`src/rtl/gated_timer_pkg.sv`:
```
package gated_timer_pkg;
    typedef enum logic [1:0] {
        SP_IDLE = 2'd0,
        SP_WAIT = 2'd1,
        SP_OPEN = 2'd2
    } sp_state_t;
endpackage

```
`src/rtl/gt_gate_path.sv`:
```
// Source select, polarity and the full-period toggle flip-flop.
module gt_gate_path (
    input  logic clk,
    input  logic rst_n,
    input  logic run_en,
    input  logic gate_src,
    input  logic gate_pin,
    input  logic peer_ovf,
    input  logic gate_pol,
    input  logic toggle_on,
    output logic stage,
    output logic stage_rise
);
    logic raw_lvl;
    logic act_lvl;
    logic act_q;
    logic tog_q;
    logic stage_q;
    logic act_rise;

    always_comb begin
        raw_lvl  = gate_src ? peer_ovf : gate_pin;
        act_lvl  = gate_pol ? raw_lvl : ~raw_lvl;
        act_rise = act_lvl & ~act_q;
        stage    = toggle_on ? tog_q : act_lvl;
        stage_rise = stage & ~stage_q;
    end

    always_ff @(posedge clk) begin
        if (!rst_n) begin
            act_q   <= 1'b0;
            tog_q   <= 1'b0;
            stage_q <= 1'b0;
        end else begin
            act_q   <= act_lvl;
            stage_q <= stage;
            if (!toggle_on || !run_en)
                tog_q <= 1'b0;
            else if (act_rise)
                tog_q <= ~tog_q;
        end
    end

    // flip-flop forced clear while toggle mode or enable is off
    a_r6_toggle_clear: assert property (@(posedge clk) disable iff (!rst_n)
        (!toggle_on || !run_en) |=> !tog_q);

    // flip-flop inverts on each active-going edge
    a_r5_toggle_flip: assert property (@(posedge clk) disable iff (!rst_n)
        (toggle_on && run_en && act_rise) |=> (tog_q != $past(tog_q)));

    // without an active-going edge the flip-flop keeps its state
    a_r5_toggle_keep: assert property (@(posedge clk) disable iff (!rst_n)
        (toggle_on && run_en && !act_rise) |=> $stable(tog_q));
endmodule

```
`src/rtl/gt_pulse_fsm.sv`:
```
// Single-pulse window controller.
module gt_pulse_fsm
    import gated_timer_pkg::*;
(
    input  logic clk,
    input  logic rst_n,
    input  logic run_en,
    input  logic single_on,
    input  logic go_set,
    input  logic stage,
    input  logic stage_rise,
    output logic win_open,
    output logic armed,
    output logic gate_evt
);
    sp_state_t st;
    sp_state_t st_nxt;

    always_comb begin
        st_nxt = st;
        if (!run_en || !single_on) begin
            st_nxt = SP_IDLE;
        end else begin
            unique case (st)
                SP_IDLE: if (go_set)     st_nxt = SP_WAIT;
                SP_WAIT: if (stage_rise) st_nxt = SP_OPEN;
                SP_OPEN: if (!stage)     st_nxt = SP_IDLE;
                default:                 st_nxt = SP_IDLE;
            endcase
        end
    end

    // state register
    always_ff @(posedge clk) begin
        if (!rst_n) st <= SP_IDLE;
        else        st <= st_nxt;
    end

    // outputs
    always_ff @(posedge clk) begin
        if (!rst_n)
            gate_evt <= 1'b0;
        else
            gate_evt <= run_en && single_on && (st == SP_OPEN) && !stage;
    end

    always_comb begin
        armed    = (st != SP_IDLE);
        win_open = stage && ((st == SP_OPEN) || ((st == SP_WAIT) && stage_rise));
    end

    // go request while enabled arms the measurement
    a_r7_arm: assert property (@(posedge clk) disable iff (!rst_n)
        (run_en && single_on && !armed && go_set) |=> armed);

    // disabling the mode disarms
    a_r7_drop: assert property (@(posedge clk) disable iff (!rst_n)
        (!run_en || !single_on) |=> !armed);

    // window close raises event and disarms
    a_r8_close: assert property (@(posedge clk) disable iff (!rst_n)
        (run_en && single_on && st == SP_OPEN && !stage) |=> (gate_evt && !armed));

    // event is a single-clock pulse
    a_r8_evt_single: assert property (@(posedge clk) disable iff (!rst_n)
        gate_evt |=> !gate_evt);
endmodule

```
`src/rtl/gt_counter.sv`:
```
module gt_counter #(
    parameter int W = 16
) (
    input  logic         clk,
    input  logic         rst_n,
    input  logic         inc,
    output logic [W-1:0] count,
    output logic         ovf
);
    localparam logic [W-1:0] TOP = {W{1'b1}};

    always_ff @(posedge clk) begin
        if (!rst_n) begin
            count <= '0;
            ovf   <= 1'b0;
        end else begin
            ovf <= inc && (count == TOP);
            if (inc) count <= count + 1'b1;
        end
    end

    // wrap to zero with overflow pulse
    a_r10_wrap: assert property (@(posedge clk) disable iff (!rst_n)
        (inc && count == TOP) |=> (count == '0 && ovf));

    // overflow only after a wrap
    a_r10_ovf_only_wrap: assert property (@(posedge clk) disable iff (!rst_n)
        !(inc && count == TOP) |=> !ovf);

    // no advance without an increment
    a_r2_hold: assert property (@(posedge clk) disable iff (!rst_n)
        !inc |=> $stable(count));
endmodule

```
`src/rtl/gated_timer.sv`:
```
module gated_timer #(
    parameter int W = 16
) (
    input  logic         clk,
    input  logic         rst_n,
    input  logic         run_en,
    input  logic         gate_on,
    input  logic         gate_src,
    input  logic         gate_pin,
    input  logic         peer_ovf,
    input  logic         gate_pol,
    input  logic         toggle_on,
    input  logic         single_on,
    input  logic         go_set,
    output logic [W-1:0] count,
    output logic         ovf,
    output logic         gate_val,
    output logic         gate_evt,
    output logic         armed
);
    logic stage;
    logic stage_rise;
    logic win_open;
    logic inc;

    gt_gate_path u_gate (
        .clk        (clk),
        .rst_n      (rst_n),
        .run_en     (run_en),
        .gate_src   (gate_src),
        .gate_pin   (gate_pin),
        .peer_ovf   (peer_ovf),
        .gate_pol   (gate_pol),
        .toggle_on  (toggle_on),
        .stage      (stage),
        .stage_rise (stage_rise)
    );

    gt_pulse_fsm u_fsm (
        .clk        (clk),
        .rst_n      (rst_n),
        .run_en     (run_en),
        .single_on  (single_on),
        .go_set     (go_set),
        .stage      (stage),
        .stage_rise (stage_rise),
        .win_open   (win_open),
        .armed      (armed),
        .gate_evt   (gate_evt)
    );

    always_comb begin
        gate_val = single_on ? win_open : stage;
        inc      = run_en && (!gate_on || gate_val);
    end

    gt_counter #(.W(W)) u_cnt (
        .clk   (clk),
        .rst_n (rst_n),
        .inc   (inc),
        .count (count),
        .ovf   (ovf)
    );

    // gated counting advances only while the gate admits counts
    a_r3_gated: assert property (@(posedge clk) disable iff (!rst_n)
        (gate_on && !gate_val) |=> $stable(count));
endmodule

```
`config.mk`:
```
export PLATFORM = sky130hd
export DESIGN_NAME = gated_timer
export DESIGN_NICKNAME = d
export VERILOG_FILES = /design/src/rtl/gated_timer_pkg.sv /design/src/rtl/gt_gate_path.sv /design/src/rtl/gt_pulse_fsm.sv /design/src/rtl/gt_counter.sv /design/src/rtl/gated_timer.sv
export SDC_FILE = /design/constraint.sdc
export NUM_CORES = 1
export LEC_CHECK = 0
export BUFFER_PORTS_ARGS = -buffer_cell sky130_fd_sc_hd__buf_4
export CAP_MARGIN = 20
export CORE_MARGIN = 1.5
export CORE_UTILIZATION = 53
export CTS_CLUSTER_SIZE = 16
export DETAILED_ROUTE_END_ITERATION = 10
export PLACE_DENSITY = 0.84
export SLEW_MARGIN = 10
export SYNTH_ARGS = -nofsm -noshare
export SYNTH_HDL_FRONTEND = slang
export SYNTH_HIERARCHICAL = 1
export SYNTH_SLANG_ARGS = --single-unit
```
`constraint.sdc`:
```
create_clock -name clk -period 5.25 [get_ports clk]
set_input_delay 0.525 -clock clk [delete_from_list [all_inputs] [get_ports clk]]
set_output_delay 0.525 -clock clk [all_outputs]
set_load 0.02 [all_outputs]
```
==> results by group <==
Timing
  – Final period util: 53.81%
  – Hold_ws: 0.4848 ns
  – Fmax: 0.3540 GHz
  – Crit path time final: 2.825 ns
  – Max Slew Vio Count: 0
  – Worst-Margin Slew: 0.4710 ns
  – Fin Clk Skew: 0.01066 ns
  – Final setup vio count: 0
  – Fin Setup TNS: 0 ns
  – Hold Fails Final Rpt: 0
  – RSZ-0062 raised after global routing: false
  – Slew headroom: 68.57%

Drt
  – Final WL: 2174 µm
  – Routed Antenna Nets: 0
  – WL/cell: 12.79 µm
  – Via/cell ratio: 5.424
  – DRT iter0 DRCs: 17
  – Drt drc: 0
  – Drt pass-1 iters: 4
  – Vias: 922

Global routing
  – Largest net degree at the start of global routing: 17
  – Gr usage total: 21.67%
  – Initial antenna violation count: 0
  – Grt total ovfl: 0
  – First-pass GRT wire length: 3429 µm
  – Number of global-route vias before repair: 835

Clock tree
  – CTS tree: built
  – Clock sinks: 23
  – Post_cts resized: 0
  – CTS buffer count: 3
  – Max Root-Sink Buffers: 2
  – H-Tree Level Count: 1
  – Clock Root Buffer: clkbuf_4
  – Skew-Pair Late Insertion Delay: 0.31 ns
  – Setup Fix Bufs, Post-CTS: 0
  – Hold-fix buffers, CTS: 0
  – Clock transition at path regs: 0.12 ns

Yosys
  – Yosys warning total: 6
  – Register bit total from synthesis: 23
  – Seq/Total Area, Yosys: 43.97%
  – Synth cell types: 32
  – Mapped Area: 1047 µm²
  – Post-Syn Area per Cell: 9.268 µm²
  – Mapped Nets: 125
  – Cells after synthesis: 113

Hold path
  – WHS Endpoint: u_fsm/st[0]
  – Hold Path Stages: 3
  – Hold path start: go_set
  – Tightest Hold Check Type: input port to flop

Job
  – Maxcap violations: 0

Cells and area
  – Commonest non-fill, non-tap cells in the layout: 30 x buf_4, 23 x dfxtp_1, 14 x nor2_1
  – Ant. Diodes: 0
  – Fillers: 154
  – # nets final: 158
  – Share of cells above drive strength 1: 26.90%
  – Final instance area: 1320 µm²
  – Most common cell after layout, fill and taps aside: buf_4
  – Area grow syn2layout: 26.05%
  – Final Util: 74.04%

Setup path
  – Worst R2R End: u_cnt/count[10]
  – R2r worst-path depth: 10
  – Worst setup EP type: flop
  – CP max FO: 6
  – Flop2flop setup slack: 2.75 ns
  – Startpoint class of the critical path: input port
  – WP data required: 5.51 ns
  – Crit Path Class: input port to flop
  – Crit path DAT: 3.08 ns
  – RR Startpoint: u_gate/tog_q

Die
  – Die area: 2252 µm²
  – IO Count: 31
  – Die Height: 47.45 µm
  – # rows: 15
  – Core footprint: 1783 µm²
  – Die Wd: 47.45 µm
  – Initial Utilization: 58.74%

Pwr
  – Pwr per Cell Area: 222.9 nW/µm²
  – Power, Total: 0.2942 mW
  – VDD IR-drop max: 0.0001571 V
  – Leakage: 0.5443 nW

Placed design
  – DP HPWL: 1662 µm
  – Buffers added on ports: 30
  – RePlAce Congestion: 0.7860
  – Cell Area, Placed: 1292 µm²

Status
  – Status: finished clean
## cells in the mapped netlist (all sizes together)
| cell | instances | area [µm²] |
|---|---|---|
| dfxtp | 23 | 460.4 |
| nor2 | 14 | 52.55 |
| xor2 | 8 | 70.07 |
| nand2 | 7 | 26.28 |
| a21oi | 6 | 30.03 |
| nand3 | 6 | 55.05 |
| nand4 | 5 | 31.28 |
| inv | 4 | 15.01 |
| mux2i | 4 | 43.79 |
| o21ai | 4 | 20.02 |
| or3 | 4 | 25.02 |
| a211oi | 3 | 22.52 |
| and4 | 3 | 28.78 |
| nand2b | 3 | 18.77 |
| xnor2 | 3 | 26.28 |
| nand3b | 2 | 15.01 |
| nor3 | 2 | 10.01 |
| a21boi | 1 | 7.510 |
| and3 | 1 | 6.260 |
| buf | 1 | 7.510 |
| clkbuf | 1 | 3.750 |
| ha | 1 | 12.51 |
| mux2 | 1 | 15.01 |
| nand4b | 1 | 8.760 |
| nor2b | 1 | 6.260 |
| o211ai | 1 | 7.510 |
| o21a | 1 | 7.510 |
| or2 | 1 | 6.260 |
| or4 | 1 | 7.510 |
## stage by stage
step,setup slack [ns],cells
floorplan,2.491,113
global placement,2.259,166
detailed placement,2.171,166
CTS,2.480,170
global route,2.238,170
finish,2.425,170
## state kept, by name, indices dropped and copies added (netlist names)
signal and count:
u_cnt/count 16, u_fsm/st 2, u_cnt/ovf 1, u_fsm/gate_evt 1, u_gate/act_q 1, u_gate/stage_q 1
u_gate/tog_q 1
## kinds of logic (layout without fill, tap and decap cells)
group / after synthesis / in the layout / synth area share [%]
buffers and inverters: 6 / 38 / 2.508
AO/OA/AOI/OAI: 16 / 16 / 9.081
XOR/XNOR: 11 / 11 / 9.200
multiplexers: 5 / 5 / 5.615
adder cells (fa/ha/maj): 1 / 1 / 1.195
AND/OR/NAND/NOR: 51 / 51 / 28.44
flip-flops: 23 / 23 / 43.97
## routing by layer
metal | wire (µm) | vias up | global-route usage, %
li1 | - | 464 | -
met1 | 944 | 429 | 24.30
met2 | 1104 | 23 | 39.19
met3 | 83 | 6 | 3.019
met4 | 42 | 0 | 11.67
met5 | 0 | - | 0
## report_power, final
group          leakage [nW]  switching, mW  total (mW)  internal, mW
Sequential            0.186        0.00243       0.180         0.178
Clock                0.0177         0.0533      0.0818        0.0285
Combinational         0.340         0.0165      0.0323        0.0158
## how the worst max path moves through the flow
stage / start / end / cells after the start
after floorplan: gate_src / u_cnt/count[10] / 11
after global placement: gate_src / u_cnt/count[10] / 12
after detailed placement: gate_src / u_cnt/count[15] / 12
after CTS: gate_src / u_cnt/count[10] / 12
after global routing: gate_src / u_cnt/count[10] / 12
final: gate_src / u_cnt/count[10] / 12
## worst max-delay path: stages
cell and delay, ns:
buf_4 0.09, mux2i_2 0.26, xnor2_1 0.17, a211oi_1 0.32, nand3b_1 0.16, a21boi_1 0.17
mux2_4 0.17, o21a_1 0.20, and3_1 0.32, nand3_4 0.14, or4_1 0.50, nand2_1 0.08
## cell type report
type | instances | area, µm² | share of cell area (%)
tap | 25 | 31.28 | 2.370
multi-input combinational | 84 | 560.5 | 42.46
clock inverter | 1 | 5.005 | 0.3791
clock buffer | 3 | 22.52 | 1.706
timing repair buffer | 30 | 225.2 | 17.06
inverter | 4 | 15.01 | 1.137
sequential | 23 | 460.4 | 34.88
Note: power is estimated with default switching activity, not from simulation.
